--- src/rtl/regpage_pkg.sv ---
package regpage_pkg;

  typedef enum logic [2:0] {
    ST_CMD,
    ST_TA1,
    ST_TA2,
    ST_DATA,
    ST_CRCL,
    ST_CRCH,
    ST_ONES
  } rp_state_e;

  // One byte through a reflected CRC16, least significant bit first.
  function automatic logic [15:0] crc16_step(input logic [15:0] cin,
                                             input logic [7:0]  din,
                                             input logic [15:0] poly);
    logic [15:0] c;
    logic        fb;
    c = cin;
    for (int i = 0; i < 8; i++) begin
      fb = c[0] ^ din[i];
      c  = c >> 1;
      if (fb) c = c ^ poly;
    end
    return c;
  endfunction

endpackage

--- src/rtl/regpage_crc.sv ---
module regpage_crc #(
  parameter logic [15:0] POLY = 16'hA001
) (
  input  logic        clk,
  input  logic        rst_n,
  input  logic        clr,
  input  logic        en,
  input  logic [7:0]  din,
  output logic [15:0] crc
);
  import regpage_pkg::*;

  logic [15:0] crc_q, crc_d;

  always_comb begin
    crc_d = crc_q;
    if (clr)     crc_d = '0;
    else if (en) crc_d = crc16_step(crc_q, din, POLY);
  end

  always_ff @(posedge clk or negedge rst_n) begin
    if (!rst_n) crc_q <= '0;
    else        crc_q <= crc_d;
  end

  assign crc = crc_q;


  crc_clear_chk: assert property (@(posedge clk) disable iff (!rst_n)
    clr |=> (crc == 16'h0000));

endmodule

--- src/rtl/regpage_sampler.sv ---
module regpage_sampler #(
  parameter logic [15:0] PIN_ADDR = 16'h0088
) (
  input  logic                   clk,
  input  logic                   rst_n,
  input  logic                   bus_rst,
  input  logic                   msb_slot,
  input  regpage_pkg::rp_state_e state,
  input  logic [7:0]             ta_lo,
  input  logic [6:0]             rx_low7,
  input  logic [15:0]            cur_addr,
  input  logic                   below_pin,
  output logic                   sample_stb
);
  import regpage_pkg::*;

  logic stb_q, stb_d;
  logic hit_addr_phase, hit_data_phase;

  // Pin register targeted directly: strobe while the high address byte's top bit arrives.
  assign hit_addr_phase = (state == ST_TA2) && (ta_lo == PIN_ADDR[7:0]) &&
                          (rx_low7 == PIN_ADDR[14:8]);
  // Started below the pin register: the byte just before it is in flight
  // once the address counter has stepped onto the pin register.
  assign hit_data_phase = (state == ST_DATA) && below_pin && (cur_addr == PIN_ADDR);

  always_comb begin
    stb_d = 1'b0;
    if (msb_slot && !bus_rst) stb_d = hit_addr_phase | hit_data_phase;
  end

  always_ff @(posedge clk or negedge rst_n) begin
    if (!rst_n) stb_q <= 1'b0;
    else        stb_q <= stb_d;
  end

  assign sample_stb = stb_q;


  stb_follows_slot_chk: assert property (@(posedge clk) disable iff (!rst_n)
    sample_stb |-> $past(msb_slot));

endmodule

--- src/rtl/regpage_reader.sv ---
module regpage_reader #(
  parameter logic [7:0]  CMD_READ  = 8'hF0,
  parameter logic [15:0] PAGE_LAST = 16'h008F,
  parameter logic [15:0] PIN_ADDR  = 16'h0088,
  parameter logic [15:0] CRC_POLY  = 16'hA001
) (
  input  logic        clk,
  input  logic        rst_n,
  input  logic        bus_rst,
  input  logic        rx_valid,
  input  logic [7:0]  rx_byte,
  input  logic [6:0]  rx_low7,
  input  logic        msb_slot,
  input  logic        tx_req,
  output logic [7:0]  tx_byte,
  output logic [15:0] reg_addr,
  input  logic [7:0]  reg_data,
  output logic        sample_stb
);
  import regpage_pkg::*;

  localparam int AW = 16;
  localparam logic [7:0] IDLE_BYTE = 8'hFF;

  rp_state_e         state_q, state_d;
  logic [AW-1:0]     addr_q, addr_d;
  logic [7:0]        ta_lo_q, ta_lo_d;
  logic              below_q, below_d;
  logic              crc_en;
  logic [7:0]        crc_din;
  logic [15:0]       crc;
  logic [AW-1:0]     ta_full;

  assign ta_full = {rx_byte, ta_lo_q};

  // Transmit byte selection
  always_comb begin
    unique case (state_q)
      ST_DATA: tx_byte = (addr_q <= PAGE_LAST) ? reg_data : IDLE_BYTE;
      ST_CRCL: tx_byte = ~crc[7:0];
      ST_CRCH: tx_byte = ~crc[15:8];
      default: tx_byte = IDLE_BYTE;
    endcase
  end

  // Next-state logic
  always_comb begin
    state_d = state_q;
    addr_d  = addr_q;
    ta_lo_d = ta_lo_q;
    below_d = below_q;
    crc_en  = 1'b0;
    crc_din = rx_byte;
    if (bus_rst) begin
      state_d = ST_CMD;
    end else begin
      unique case (state_q)
        ST_CMD: if (rx_valid) begin
          crc_en  = 1'b1;
          state_d = (rx_byte == CMD_READ) ? ST_TA1 : ST_ONES;
        end
        ST_TA1: if (rx_valid) begin
          crc_en  = 1'b1;
          ta_lo_d = rx_byte;
          state_d = ST_TA2;
        end
        ST_TA2: if (rx_valid) begin
          crc_en  = 1'b1;
          addr_d  = ta_full;
          below_d = (ta_full < PIN_ADDR);
          state_d = ST_DATA;
        end
        ST_DATA: if (tx_req) begin
          crc_en  = 1'b1;
          crc_din = tx_byte;
          if (addr_q >= PAGE_LAST) state_d = ST_CRCL;
          else                     addr_d  = addr_q + 1'b1;
        end
        ST_CRCL: if (tx_req) state_d = ST_CRCH;
        ST_CRCH: if (tx_req) state_d = ST_ONES;
        default: state_d = state_q;
      endcase
    end
  end

  // Registers
  always_ff @(posedge clk or negedge rst_n) begin
    if (!rst_n) begin
      state_q <= ST_CMD;
      addr_q  <= '0;
      ta_lo_q <= '0;
      below_q <= 1'b0;
    end else begin
      state_q <= state_d;
      addr_q  <= addr_d;
      ta_lo_q <= ta_lo_d;
      below_q <= below_d;
    end
  end

  assign reg_addr = addr_q;

  regpage_crc #(.POLY(CRC_POLY)) u_crc (
    .clk   (clk),
    .rst_n (rst_n),
    .clr   (bus_rst),
    .en    (crc_en),
    .din   (crc_din),
    .crc   (crc)
  );

  regpage_sampler #(.PIN_ADDR(PIN_ADDR)) u_sampler (
    .clk        (clk),
    .rst_n      (rst_n),
    .bus_rst    (bus_rst),
    .msb_slot   (msb_slot),
    .state      (state_q),
    .ta_lo      (ta_lo_q),
    .rx_low7    (rx_low7),
    .cur_addr   (addr_q),
    .below_pin  (below_q),
    .sample_stb (sample_stb)
  );


  bus_reset_idle_chk: assert property (@(posedge clk) disable iff (!rst_n)
    bus_rst |=> (state_q == ST_CMD));


  addr_step_chk: assert property (@(posedge clk) disable iff (!rst_n)
    (state_q == ST_DATA && tx_req && !bus_rst && addr_q < PAGE_LAST)
      |=> (reg_addr == $past(reg_addr) + 16'd1));


  ones_after_crc_chk: assert property (@(posedge clk) disable iff (!rst_n)
    (state_q == ST_CRCH && tx_req && !bus_rst) |=> (tx_byte == 8'hFF));


  crc_follows_last_chk: assert property (@(posedge clk) disable iff (!rst_n)
    (state_q == ST_DATA && tx_req && !bus_rst && addr_q >= PAGE_LAST)
      |=> (state_q == ST_CRCL));

endmodule

--- config.mk ---
export PLATFORM = sky130hd
export DESIGN_NAME = regpage_reader
export DESIGN_NICKNAME = d
export VERILOG_FILES = /design/src/rtl/regpage_pkg.sv /design/src/rtl/regpage_crc.sv /design/src/rtl/regpage_sampler.sv /design/src/rtl/regpage_reader.sv
export SDC_FILE = /design/constraint.sdc
export NUM_CORES = 1
export LEC_CHECK = 0
export BUFFER_PORTS_ARGS = -buffer_cell sky130_fd_sc_hd__buf_2
export CAP_MARGIN = 10
export CORE_MARGIN = 2
export CORE_UTILIZATION = 52
export DETAILED_ROUTE_END_ITERATION = 8
export GPL_TIMING_DRIVEN = 0
export HOLD_SLACK_MARGIN = 0.12
export PLACE_DENSITY_LB_ADDON = 0.08
export SETUP_SLACK_MARGIN = 0.5
export SLEW_MARGIN = 5
export SYNTH_ARGS = -nofsm -noshare
export SYNTH_HDL_FRONTEND = slang
export SYNTH_HIERARCHICAL = 1
export SYNTH_SLANG_ARGS = --single-unit
export TNS_END_PERCENT = 1
--- constraint.sdc ---
create_clock -name clk -period 4 [get_ports clk]
set_input_delay 0.8 -clock clk [delete_from_list [all_inputs] [get_ports clk]]
set_output_delay 0.8 -clock clk [all_outputs]
set_load 0.005 [all_outputs]
Word level (Yosys, flattened, before mapping)
Cells that the tools add are included.

Register bits: 45. Bits of input ports: 29.

Add/sub/neg operators: 1. $lt $le $gt $ge: 3. Eq/ne operators: 18. Multiplexer cells: 48. Bitwise logic cells: 20. Reductions and logical operators: 16.

Operators with widths (number): $mux 16 (27); $mux 8 (4); $pmux 16 s2 (1); $mux 3 (9); $not 2->3 (8); $pmux 8 s3 (1); $ne 3x3->1 const B (7); $pmux 3 s6 (1); $add 16x1->16 const B (1); $eq 16x8->1 const B (1); $eq 8x8->1 const B (2); $ge 16x8->1 const B (1); $le 16x8->1 const B (1); $lt 16x8->1 const B (1); $not 8->8 (2); $reduce_and 8->1 (1); $xor 1x1->1 (8); $logic_not 7->1 (1); $reduce_bool 7->1 (1); $eq 3x2->1 const B (2); $eq 3x3->1 const B (2); $ne 2x2->1 const B (3); $reduce_and 3->1 (2); $logic_and 1x1->1 (5); 10 further kinds (14).

Logic depth before layout (Yosys ltp)
Gate-level depths: netlist (run 1).

Word-level depth: 38. Gate-level depth with buffers: 12. Gate-level depth less buffers: 11.

Cells and area by module
Netlist (run 1), hierarchy kept.

Modules (own cells, without submodules): regpage_reader (times used 1, cells each 197, area each 1826.8 um^2, seq. area each 700.7 um^2); regpage_crc (times used 1, cells each 76, area each 868.3 um^2, seq. area each 400.4 um^2); regpage_sampler (times used 1, cells each 15, area each 136.4 um^2, seq. area each 25.0 um^2).

Worst setup path after synthesis (run 1)
Ideal clock, no wire load.

Path type: input-to-reg. Start point: in bus_rst. End point: reg u_crc.crc_q[0] (netlist: u_crc/crc[0]). Library setup time: 0.124 ns. Arrival: 3.221 ns. Required time: 3.876 ns. Path slack: 0.655 ns. Cell stages on the path: 11. Buffers on the path: 2. Cells stage by stage: buf_2 > nor3_1 > buf_2 > nand2_1 > o22a_1 > xnor2_2 > xnor2_1 > xnor3_2 > xnor2_1 > and4b_1 > a211o_1.

RTL lines: from (decl) (line regpage_reader.sv:9) `input logic bus_rst,`; $mux 8 (line regpage_reader.sv:54) `if (bus_rst) begin`; via crc_din[4] (line regpage_reader.sv:30) `logic [7:0] crc_din;`; $xor 1x1->1 (line regpage_pkg.sv:21) `fb = c[0] ^ din[i];`; $mux 16 (line regpage_pkg.sv:23) `if (fb) c = c ^ poly;`; $mux 16 (line regpage_crc.sv:18) `else if (en) crc_d = crc16_step(crc_q, din, POLY);`; $mux 16 (line regpage_crc.sv:17) `if (clr) crc_d = '0;`; $xor 1x1->1 (line regpage_pkg.sv:21); $mux 16 (line regpage_pkg.sv:23); [2 not listed]; $xor 1x1->1 (line regpage_pkg.sv:21); $mux 16 (line regpage_pkg.sv:23); $mux 16 (line regpage_crc.sv:18); $mux 16 (line regpage_crc.sv:17); $xor 1x1->1 (line regpage_pkg.sv:21); $mux 16 (line regpage_pkg.sv:23); $mux 16 (line regpage_crc.sv:18); $mux 16 (line regpage_crc.sv:17); to (signal assigned) (line regpage_crc.sv:23) `else crc_q <= crc_d;`; to (decl) (line regpage_crc.sv:13) `logic [15:0] crc_q, crc_d;`.

The timed path passes the listed nets, and every way through them passes these cells. The select of a mux whose other input is x is not followed. A chain may end at the register's enable or synchronous reset.

Worst setup path after layout (run 1)
Start point: in bus_rst. End point: reg u_crc.crc_q[0] (netlist: u_crc/crc[0]).

RTL lines (line): $mux 8 (regpage_reader.sv:54); via crc_din[5] (regpage_reader.sv:30); $xor 1x1->1 (regpage_pkg.sv:21); $mux 16 (regpage_pkg.sv:23); $mux 16 (regpage_crc.sv:18); $mux 16 (regpage_crc.sv:17); $xor 1x1->1 (regpage_pkg.sv:21); $mux 16 (regpage_pkg.sv:23); $mux 16 (regpage_crc.sv:18); $mux 16 (regpage_crc.sv:17); $xor 1x1->1 (regpage_pkg.sv:21); $mux 16 (regpage_pkg.sv:23); $mux 16 (regpage_crc.sv:18); $mux 16 (regpage_crc.sv:17).

The timed path passes the listed nets, and every way through them passes these cells. The select of a mux whose other input is x is not followed.

==> impl_results.md, run 1 <==
* Status: finished clean
* Placed inst area at 3184 sq um
* CTS Buffer Depth at 2
* Largest net degree at the start of global routing at 46
* Core ar. at 5172 sq um
* Vias per cell at 6.086
* H-Tree Depth at 2
* Vias in the first global route at 2395
* WP data arrival at 3.60 ns
* Commonest non-fill, non-tap cell in the layout: buf_2
* Final setup margin at 0.5898 ns
* DRT iter0 DRCs at 207
* # setup viols final at 0
* Port Buffers at 53
* Clock net sink count at 45
* M1 WL at 3.743 mm
* IO Count at 54
* Flop pwr share at 0.433
* Vias post-DR at 2550
* Clk pwr share at 0.193
* Setup repair after global routing missed its margin: no
* Total grt overflow at 0
* Worst hold path class: flop to flop
* Initial antenna violation count at 0
* Comb pwr share at 0.374
* Worst-margin pin slew at 1.006 ns
* Clk slew on worst S/H paths at 0.09 ns
* Layout cells sized above 1 at 0.2779
* Yosys warnings at 6
* Root Driver: clkbuf_8
* Post-route cell area at 3341 sq um
* Met3 wire len at 468 microns
* Synth Register Bits at 45
* Diode count at 0
* Max_slew headroom at 0.3290
* Min Hold Slack at 0.5328 ns
* Final Hold Vio Count at 0
* Async set or reset register ratio after synthesis at 1.000
* Detailed placer's ending HPWL at 5.404 mm
* CP endpoint kind: flop
* GRT Overall Usage at 0.2589
* Area growth syn-to-layout at 17.98%
* Tmin final at 3.410 ns
* Pwr Total at 1855 uW
* Critical Path Fanout Max at 10
* Internal power at 1167 uW
* Sw Share at 0.3707
* Worst skew pair latency at 0.30 ns
* Remaining DRCs at 0
* Max-Cap Viols at 0
* Max Fclk at 293.2 MHz
* Final antenna-violating net count at 0
* Fin nets at 378
* Highest metal used: met4
* Dpl ws at 0.1151 ns
* TritonCTS clock tree: built
* Skew final at 0.008079 ns
* Pwr dens at 555.1 nW/um^2
* RePlAce Congestion at 0.9359
* First-pass GRT wire length at 12.27 mm
* First-pass detailed-route iteration total at 4
* Routed wl met2 at 3.134 mm
* Die ar. at 6051 sq um
* Std cell rows at 26
* Post-Route WL at 7.418 mm
* Synth Instances at 288
* Most frequent cells in the layout: buf_2 (58), dfrtp_1 (45), nor2_1 (38), o22a_1 (24), nand2_1 (18)
* Initial core utilization at 0.5474
* Synthesized Nets at 318
* Cell Area, Synth at 2831 sq um
* Post-synth top flop: dfrtp_1
* Die Y at 77.79 microns
* Psw at 687.6 uW
* Synth Area per Inst at 9.831 sq um
* Crit path required time at 4.19 ns
* Routed WL per cell at 17.70 microns
* Seq/Total Area, Yosys at 0.3977
* Setup TNS at 0 ns
* Yosys cell types at 50
* Crit start category: input pin
* Die extent in x at 77.79 microns
* EDFF count, synth at 0
* Final Max Tran Viols at 0
* Total CTS buffers at 5
* Setup Crit Path Kind: input pin to flop
* Max IR drop VDD at 0.3684 mV
* Final Cycle Share at 0.8525
* Pleak at 0.001399 uW
[through the flow]
stage,cells,utilization
detailed placement,411,0.6156
global route,419,0.6459
floorplan,288,-
global placement,411,0.6156
finish,419,0.6459
CTS,419,0.6405
[cells by family (layout without fill, tap and decap cells)]
family                     Yosys count  after routing  synth area share
DFF                                 45             45            0.3977
and+or+nand+nor                    101            101            0.1918
AOI/OAI and AO/OA                   74             74            0.1909
buffers and inverters               19             80           0.03800
muxes                               27             27            0.1016
adders and majority gates            1              1          0.004418
xor gates and xnor gates            21             21           0.07556
[power groups by stage]
stage / sequential (uW) / combinational, uW / clock, uW
after CTS: 796 / 686 / 363
after global routing: 830 / 762 / 382
after global placement: 800 / 669 / 0
final: 802 / 694 / 358
after floorplan: 760 / 480 / 0
after detailed placement: 804 / 679 / 0
[worst paths after layout]
| kind | from | endpoint | slack, ns | cells past startpoint |
|---|---|---|---|---|
| worst max-delay path | bus_rst | u_crc/crc[0]$_DFFE_PN0P_ | 0.59 | 12 |
| worst min-delay path | below_q$_DFFE_PN0P_ | below_q$_DFFE_PN0P_ | 0.53 | 1 |
| worst max register to register | reg_addr[10]$_DFFE_PN0P_ | u_crc/crc[0]$_DFFE_PN0P_ | 0.70 | 11 |
| worst min register to register | below_q$_DFFE_PN0P_ | below_q$_DFFE_PN0P_ | 0.53 | 1 |
| max in group asynchronous | rst_n | ta_lo_q[0]$_DFFE_PN0P_ | 2.71 | 1 |
| min in group asynchronous | rst_n | reg_addr[13]$_DFFE_PN0P_ | 0.65 | 1 |
[sequential cells by signal, summed over array words and instances, names as in the netlist]
name and flops:
reg_addr 16, u_crc/crc 16, ta_lo_q 8, state_q 3, below_q 1, u_sampler/sample_stb 1
[what timing repair did]
action                                  in CTS  in global routing
hold buffers                                 0                  0
endpoints found under the setup margin       1                  1
cloned                                       0                  0
setup buffers                                0                  0
resized for setup                            2                  5
[routing by layer]
metal,global-route usage,up-vias
met2,0.3647,108
met5,0,-
met1,0.4138,1227
li1,-,1205
met4,0.07500,0
met3,0.02907,10
[worst max-delay path, cell delays in order]
cell and delay (ns):
buf_2 0.12, buf_2 0.17, nor3_2 0.27, clkbuf_4 0.26
nand2_2 0.14, o22a_1 0.25, xnor2_2 0.24, xnor2_2 0.16
xnor3_2 0.48, xnor2_1 0.19, and4b_1 0.24, a211o_1 0.27
[synthesized netlist by cell type (2+ instances only)]
cell / count / area, sq um
a211o_1: 2 / 17.52
a211oi_1: 10 / 75.07
a21oi_1: 9 / 45.04
a22oi_1: 2 / 15.01
a31oi_1: 8 / 50.05
and3_1: 4 / 25.02
and4_1: 2 / 17.52
buf_2: 6 / 30.03
buf_6: 2 / 22.52
clkbuf_1: 4 / 15.01
dfrtp_1: 45 / 1126
inv_1: 4 / 15.01
mux2_2: 10 / 112.6
mux2i_1: 16 / 160.2
nand2_1: 19 / 71.32
nand3_1: 5 / 25.02
nand4_1: 2 / 12.51
nor2_1: 38 / 142.6
nor3_1: 9 / 45.04
nor4_1: 4 / 25.02
nor4_2: 2 / 25.02
nor4b_1: 5 / 43.79
o21ai_0: 7 / 35.03
o21bai_1: 2 / 15.01
o22a_1: 24 / 210.2
o22ai_1: 4 / 25.02
or4_1: 3 / 22.52
xnor2_1: 17 / 148.9
xnor2_2: 2 / 32.53
[layout make-up]
class / count / area, sq um
buffer: 15 / 95.09
clock buffer: 7 / 86.33
clock inverter: 1 / 30.03
fill: 428 / 1832
inverter: 4 / 15.01
multi-input combinational: 224 / 1635
sequential: 45 / 1126
tap: 70 / 87.58
timing repair buffer: 53 / 265.3
Power figures use the tool's default switching activity.
==> run 2, diff against run 1 <==
--- a/config.mk
+++ b/config.mk
@@ -5,7 +5,7 @@
 export SDC_FILE = /design/constraint.sdc
 export NUM_CORES = 1
 export LEC_CHECK = 0
-export BUFFER_PORTS_ARGS = -buffer_cell sky130_fd_sc_hd__buf_2
+export BUFFER_PORTS_ARGS = -buffer_cell sky130_fd_sc_hd__clkbuf_2
 export CAP_MARGIN = 10
 export CORE_MARGIN = 2
 export CORE_UTILIZATION = 52
==> impl_results.md, run 2 (same netlist as run 1, synthesis figures left out) <==
* IO Count at 54 (unchanged)
* Reg2Reg Setup Slack at 0.67 ns (was 0.70 ns)
* Non-Filler Instances at 419 (unchanged)
* Worst skew pair latency at 0.30 ns (about the same)
* M1 WL at 3.613 mm (was 3.743 mm)
* Vias per cell at 6.067 (was 6.086)
* Die extent in x at 77.79 microns (unchanged)
* Diode count at 0 (unchanged)
* # setup viols final at 0 (unchanged)
* Worst hold path class: flop to flop (unchanged)
* Setup repair after global routing missed its margin: no (unchanged)
* Die ar. at 6051 sq um (unchanged)
* Setup TNS at 0 ns (unchanged)
* Core ar. at 5172 sq um (unchanged)
* Largest net degree at the start of global routing at 46 (unchanged)
* Layout cells sized above 1 at 0.2636 (was 0.2779)
* Max_slew headroom at 0.3084 (was 0.3290)
* Crit path required time at 4.19 ns (about the same)
* Root Driver: clkbuf_8 (unchanged)
* Setup bufs post-CTS at 0 (unchanged)
* Worst path slowest cell: xnor3_2 (unchanged)
* Status: finished clean (unchanged)
* Critical Path Fanout Max at 10 (unchanged)
* Max IR drop VDD at 0.3038 mV (was 0.3684 mV)
* Total CTS buffers at 5 (unchanged)
* Std cell rows at 26 (unchanged)
* Vias post-DR at 2542 (was 2550)
* Remaining DRCs at 0 (unchanged)
* Detailed placer's ending HPWL at 5.403 mm (was 5.404 mm)
* Vias in the first global route at 2282 (was 2395)
* Routed wl met2 at 3.082 mm (was 3.134 mm)
* Max-Cap Viols at 0 (unchanged)
* Critical Path Max Stage Delay at 0.48 ns (about the same)
* Most Frequent Cell on Critical Path: xnor2_2
* First-pass GRT wire length at 11.85 mm (was 12.27 mm)
* Clk slew on worst S/H paths at 0.08 ns (was 0.09 ns)
* Final setup margin at 0.6537 ns (was 0.5898 ns)
* Pleak at 0.001391 uW (was 0.001399 uW)
* Min Hold Slack at 0.5419 ns (was 0.5328 ns)
* TritonCTS clock tree: built (unchanged)
* Commonest non-fill, non-tap cell in the layout: clkbuf_2 (was buf_2)
* Initial core utilization at 0.5474 (unchanged)
* Pwr dens at 537.9 nW/um^2 (was 555.1 nW/um^2)
* Most frequent cells in the layout: clkbuf_2 (52), dfrtp_1 (45), nor2_1 (38), o22a_1 (24), nand2_1 (19) (was buf_2 (58), dfrtp_1 (45), nor2_1 (38), o22a_1 (24), nand2_1 (18))
* Crit-path cells: clkbuf_2 -> buf_2 -> nor3_4 -> buf_4 -> nand2_1 -> o22a_1 -> xnor2_2 -> xnor2_2 -> xnor3_2 -> xnor2_1 -> and4b_1 -> a211o_1 (was buf_2 -> buf_2 -> nor3_2 -> clkbuf_4 -> nand2_2 -> o22a_1 -> xnor2_2 -> xnor2_2 -> xnor3_2 -> xnor2_1 -> and4b_1 -> a211o_1)
* CP endpoint kind: flop (unchanged)
* Routed WL per cell at 17.40 microns (was 17.70 microns)
* Tmin final at 3.346 ns (was 3.410 ns)
* Clock net sink count at 45 (unchanged)
* Worst-margin pin slew at 1.037 ns (was 1.006 ns)
* RePlAce Congestion at 0.9407 (was 0.9359)
* Final antenna-violating net count at 0 (unchanged)
* Met3 wire len at 557 microns (was 468 microns)
* Initial antenna violation count at 0 (unchanged)
* Max Fclk at 298.8 MHz (was 293.2 MHz)
* Total grt overflow at 0 (unchanged)
* Skew final at 0.007078 ns (was 0.008079 ns)
* WP data arrival at 3.53 ns (was 3.60 ns)
* Die Y at 77.79 microns (unchanged)
* Fin nets at 378 (unchanged)
* Final Cycle Share at 0.8366 (was 0.8525)
* Port Buffers at 53 (unchanged)
* Highest metal used: met4 (unchanged)
* Final Max Tran Viols at 0 (unchanged)
* Post-Route WL at 7.291 mm (was 7.418 mm)
* # fillers at 437 (was 428)
* Crit start category: input pin (unchanged)
* Dpl ws at 0.1115 ns (was 0.1151 ns)
* First-pass detailed-route iteration total at 5 (was 4)
* CTS Buffer Depth at 2 (unchanged)
* Final Hold Vio Count at 0 (unchanged)
* Placed Cells incl. Taps at 411 (unchanged)
* GRT Overall Usage at 0.2511 (was 0.2589)
* H-Tree Depth at 2 (unchanged)
* Area growth syn-to-layout at 16.31% (was 17.98%)
* Setup Crit Path Kind: input pin to flop (unchanged)
* DRT iter0 DRCs at 207 (unchanged)
-- run 2: cell type report --
type	instances	area [sq um]	share of cell area
multi-input combinational	224	1624	0.4932
inverter	4	15.01	0.004559
sequential	45	1126	0.3419
tap	70	87.58	0.02660
timing repair buffer	53	265.3	0.08055
clock buffer	8	80.08	0.02432
buffer	15	95.09	0.02888
-- run 2: stage by stage --
step	total power [uW]	cell area [sq um]	utilization
CTS	1769	3277	0.6335
global route	1891	3293	0.6367
global placement	1471	3184	0.6156
floorplan	1240	2831	-
finish	1771	3293	0.6367
detailed placement	1485	3184	0.6156
-- run 2: where the power goes --
group / internal [uW] / switching (uW) / leakage [uW]
Sequential: 599 / 204 / 0.000581
Clock: 124 / 155 / 0.0000395
Combinational: 361 / 329 / 0.000771
-- run 2: routing by layer --
metal  track usage  vias to the layer above
li1              -                     1209
met2        0.3310                      106
met3       0.05233                        4
met4       0.05536                        0
met5             0                        -
met1        0.4129                     1223
-- run 2: critical path, delay by kind of cell --
kind                   cells  cell delay, ns
AND/OR/NAND/NOR            3            0.65
buffers and inverters      3            0.48
AO/OA/AOI/OAI              2            0.53
XOR/XNOR                   4            1.06
-- run 2: what timing repair did --
item | in CTS | in global routing
hold buffers | 0 | 0
setup endpoints to repair | 1 | 1
resized for setup | 2 | 4
-- run 2: final timing paths --
check                                          from  depth (start not counted)                        end
setup / recovery                            bus_rst                         12   u_crc/crc[0]$_DFFE_PN0P_
setup reg to reg           reg_addr[10]$_DFFE_PN0P_                         11   u_crc/crc[0]$_DFFE_PN0P_
max in group asynchronous                     rst_n                          1  u_crc/crc[12]$_DFFE_PN0P_
hold reg to reg                 below_q$_DFFE_PN0P_                          1        below_q$_DFFE_PN0P_
min in group asynchronous                     rst_n                          1   reg_addr[13]$_DFFE_PN0P_
hold / removal                  below_q$_DFFE_PN0P_                          1        below_q$_DFFE_PN0P_
==> run 3, diff against run 2 <==
--- a/config.mk
+++ b/config.mk
@@ -5,6 +5,7 @@
 export SDC_FILE = /design/constraint.sdc
 export NUM_CORES = 1
 export LEC_CHECK = 0
+export ABC_AREA = 1
 export BUFFER_PORTS_ARGS = -buffer_cell sky130_fd_sc_hd__clkbuf_2
 export CAP_MARGIN = 10
 export CORE_MARGIN = 2
==> constraint.sdc (replaced) <==
create_clock -name clk -period 3.2 [get_ports clk]
set_input_delay 0.64 -clock clk [delete_from_list [all_inputs] [get_ports clk]]
set_output_delay 0.64 -clock clk [all_outputs]
set_load 0.005 [all_outputs]
==> impl_results.md, run 3 <==
* Status: finished clean (unchanged)
* Ranking of synthesized cells by area: dfrtp_1 (32%), nand2_1 (18%), nor2_1 (7.8%) (was dfrtp_1 (40%), o22a_1 (7.4%), mux2i_1 (5.7%))
* Crit start category: flop (was input pin)
* Pleak at 0.002281 uW (was 0.001391 uW)
* Synth Area per Inst at 6.821 sq um (was 9.831 sq um)
* Pwr Total at 3600 uW (was 1771 uW)
* Commonest non-fill, non-tap cell in the layout: nand2_1 (was clkbuf_2)
* CP endpoint kind: flop (unchanged)
* Std cell rows at 29 (was 26)
* Core ar. at 6422 sq um (was 5172 sq um)
* Die Y at 85.95 microns (was 77.79 microns)
* Post-Synth Adder-Cell Area at 0.003583 (was 0.004419)
* Yosys warnings at 6 (unchanged)
* Max-Cap Viols at 0 (unchanged)
* Root Driver: clkbuf_8 (unchanged)
* Worst-margin pin slew at 1.059 ns (was 1.037 ns)
* Max_slew headroom at 0.2937 (was 0.3084)
* Internal power at 1893 uW (was 1084 uW)
* Synth Instances at 512 (was 288)
* Initial core utilization at 0.5437 (was 0.5474)
* Skew final at 0.005420 ns (was 0.007078 ns)
* Final Max Tran Viols at 0 (unchanged)
* Worst path top cell family by delay: simple AND/OR/NAND/NOR gates (was XOR/XNOR gates)
* Util after Layout at 0.7041 (was 0.6367)
* Compound-cell area share of the yosys netlist at 0.09280 (was 0.1909)
* Most frequent cells in the layout: nand2_1 (156), nor2_1 (69), clkbuf_2 (52), buf_4 (42), inv_1 (41) (was clkbuf_2 (52), dfrtp_1 (45), nor2_1 (38), o22a_1 (24), nand2_1 (19))
* Final setup margin at 0.3842 ns (was 0.6537 ns)
* Total grt overflow at 0 (unchanged)
* Synthesized Nets at 542 (was 318)
* Critical Path Fanout Max at 5 (was 10)
* Die extent in x at 85.95 microns (was 77.79 microns)
* Highest metal used: met4 (unchanged)
* Max Fclk at 355.1 MHz
* Critical Path Max Stage Delay at 0.45 ns (was 0.48 ns)
* Final Cycle Share at 0.8799
* Layout cells sized above 1 at 0.3301 (was 0.2636)
* Post-Route WL at 11.57 mm (was 7.291 mm)
* Met3 wire len at 1.080 mm (was 557 microns)
* Count leader, synth: nand2_1 (was dfrtp_1)
* Max IR drop VDD at 0.4815 mV (was 0.3038 mV)
* Port Buffers at 53 (unchanged)
* Synth Register Bits at 45 (unchanged)
* EDFF count, synth at 0 (unchanged)
* Yosys cell types at 41 (was 50)
* Largest family of logic cells by synthesized area: simple AND/OR/NAND/NOR gates (unchanged)
* H-Tree Depth at 2 (unchanged)
* CTS Buffer Depth at 2 (unchanged)
* Synth top area share at 0.3225 (was 0.3977)
* Post-Synth XOR/XNOR Area at 0.03941 (was 0.07556)
* # setup viols final at 0 (unchanged)
* Flop pwr share at 0.288 (was 0.453)
* Cell Area, Synth at 3492 sq um (was 2831 sq um)
* IO Count at 54 (unchanged)
* Routed wl met2 at 5.234 mm (was 3.082 mm)
* RePlAce Congestion at 0.8732 (was 0.9407)
* First-pass GRT wire length at 17.83 mm (was 11.85 mm)
* GRT Overall Usage at 0.3101 (was 0.2511)
* Psw at 1707 uW (was 687.1 uW)
* Worst hold path class: input pin to async pin (was flop to flop)
* Pwr dens at 796.2 nW/um^2 (was 537.9 nW/um^2)
* Fin nets at 648 (was 378)
* Sw Share at 0.4741 (was 0.3879)
* M1 WL at 5.104 mm (was 3.613 mm)
* # fillers at 561 (was 437)
* WP data arrival at 3.06 ns (was 3.53 ns)
* Dpl ws at 0.02286 ns (was 0.1115 ns)
* Total CTS buffers at 5 (unchanged)
* Setup Crit Path Kind: flop to flop (was input pin to flop)
* Area leader, netlist: dfrtp_1 (unchanged)
* Worst path slowest cell: dfrtp_2 (was xnor3_2)
* Vias per cell at 5.666 (was 6.067)
* Clock net sink count at 45 (unchanged)
* First-pass detailed-route iteration total at 5 (unchanged)
* Die ar. at 7387 sq um (was 6051 sq um)
* Diode count at 0 (unchanged)
* Most Frequent Cell on Critical Path: nand2_4 (was xnor2_2)
* Vias in the first global route at 3537 (was 2282)
* Detailed placer's ending HPWL at 7.677 mm (was 5.403 mm)
* Bufs and invs on worst path at 2 (was 3)
* Clk pwr share at 0.104 (was 0.157)
* Vias post-DR at 3938 (was 2542)
* Routed WL per cell at 16.65 microns (was 17.40 microns)
* Placed inst area at 3854 sq um (was 3184 sq um)
* Seq/Total Area, Yosys at 0.3225 (was 0.3977)
* Async set or reset register ratio after synthesis at 1.000 (unchanged)
* Crit-path cells: nand2_4 -> nor2_4 -> nor2_4 -> buf_4 -> nor3_2 -> nand2_1 -> nand2_1 -> o21ai_2 -> xnor2_2 -> buf_4 -> nand3_2 -> nand3_4 -> nand2_4 -> nand2_4 -> nand3_4 -> nand2_4 -> nand2_4 -> nand3b_1 -> nand3_1 -> nand2_1 (was clkbuf_2 -> buf_2 -> nor3_4 -> buf_4 -> nand2_1 -> o22a_1 -> xnor2_2 -> xnor2_2 -> xnor3_2 -> xnor2_1 -> and4b_1 -> a211o_1)
* Worst skew pair latency at 0.31 ns (was 0.30 ns)
* Setup repair after global routing missed its margin: yes (was no)
* Comb pwr share at 0.608 (was 0.389)
* Largest net degree at the start of global routing at 46 (unchanged)
* Hold Buf Count CTS at 0 (unchanged)
* DRT iter0 DRCs at 363 (was 207)
* Post-synth top flop: dfrtp_1 (unchanged)
* Initial antenna violation count at 0 (unchanged)
* Final Hold Vio Count at 0 (unchanged)
* Top cells by count, synth: nand2_1 (163), nor2_1 (73), dfrtp_1 (45), inv_1 (45) (was dfrtp_1 (45), nor2_1 (38), o22a_1 (24), nand2_1 (19), xnor2_1 (17))
* Simple-Gate Fraction of Synth Area at 0.4604 (was 0.1918)
* Clk slew on worst S/H paths at 0.09 ns (was 0.08 ns)
* Post-route cell area at 4522 sq um (was 3293 sq um)
* Crit path required time at 3.45 ns (was 4.19 ns)
* TritonCTS clock tree: built (unchanged)
* Remaining DRCs at 0 (unchanged)
* Proportion of synthesized area in mux cells at 0.005733 (was 0.1016)
* Final antenna-violating net count at 0 (unchanged)
* Area growth syn-to-layout at 29.49% (was 16.31%)
* Tmin final at 2.816 ns
* Setup TNS at 0 ns (unchanged)
[run 3: final cells by class]
cell class	instances	area, sq um	share of cell area
sequential	45	1142	0.2526
inverter	49	186.4	0.04123
multi-input combinational	409	2278	0.5039
timing repair buffer	99	636.9	0.1408
tap	77	96.34	0.02131
buffer	9	95.09	0.02103
clock buffer	7	86.33	0.01909
[run 3: per-stage QoR]
step                      std cells  hold WS, ns
final                           695       0.5160
after global routing            695       0.5563
after CTS                       689       0.5254
after detailed placement        642       0.5063
after global placement          642       0.4864
after floorplan                 512       0.3444
[run 3: power by group through the flow]
stage | combinational [uW] | clock [uW] | sequential [uW]
finish | 2190 | 374 | 1040
global route | 2370 | 390 | 1070
CTS | 2060 | 376 | 1020
detailed placement | 1560 | 0 | 1120
global placement | 1520 | 0 | 1110
floorplan | 1140 | 0 | 1040
[run 3: worst reg2reg max path, stage by stage (launching register included)]
cell      delay (ns)
dfrtp_2         0.45
nand2_4         0.08
nor2_4          0.20
nor2_4          0.10
buf_4           0.17
nor3_2          0.19
nand2_1         0.13
nand2_1         0.11
o21ai_2         0.07
xnor2_2         0.17
buf_4           0.17
nand3_2         0.11
nand3_4         0.11
nand2_4         0.09
nand2_4         0.09
nand3_4         0.09
nand2_4         0.13
nand2_4         0.06
nand3b_1        0.09
nand3_1         0.08
nand2_1         0.09
[run 3: kinds of logic (layout without fill, tap and decap cells)]
family,after synthesis,in the layout
adders and majority gates,1,1
AOI/OAI and AO/OA,57,57
and+or+nand+nor,335,335
xor gates and xnor gates,14,14
DFF,45,45
buffers and inverters,58,164
muxes,2,2
[run 3: path summary, 6_finish.rpt]
path / from / to / slack [ns] / cells past startpoint
max: state_q[0]$_DFFE_PN0P_ / u_crc/crc[13]$_DFFE_PN0P_ / 0.38 / 20
min: rst_n / reg_addr[13]$_DFFE_PN0P_ / 0.52 / 1
max reg2reg: state_q[0]$_DFFE_PN0P_ / u_crc/crc[13]$_DFFE_PN0P_ / 0.38 / 20
min reg2reg: u_crc/crc[12]$_DFFE_PN0P_ / u_crc/crc[12]$_DFFE_PN0P_ / 0.53 / 2
max in group asynchronous: rst_n / state_q[2]$_DFFE_PN0P_ / 1.95 / 1
min in group clk: u_crc/crc[12]$_DFFE_PN0P_ / u_crc/crc[12]$_DFFE_PN0P_ / 0.53 / 2
[run 3: timing repair]
item,4_1_cts,5_1_grt
setup endpoints to repair,8,7
pin swaps,25,19
resized for setup,54,13
buffers inserted,40,6
[run 3: metal layers]
metal	GRT usage	vias to the layer above
met5	0	-
met1	0.4501	1864
met4	0.06638	0
met3	0.04042	21
li1	-	1851
met2	0.4940	202
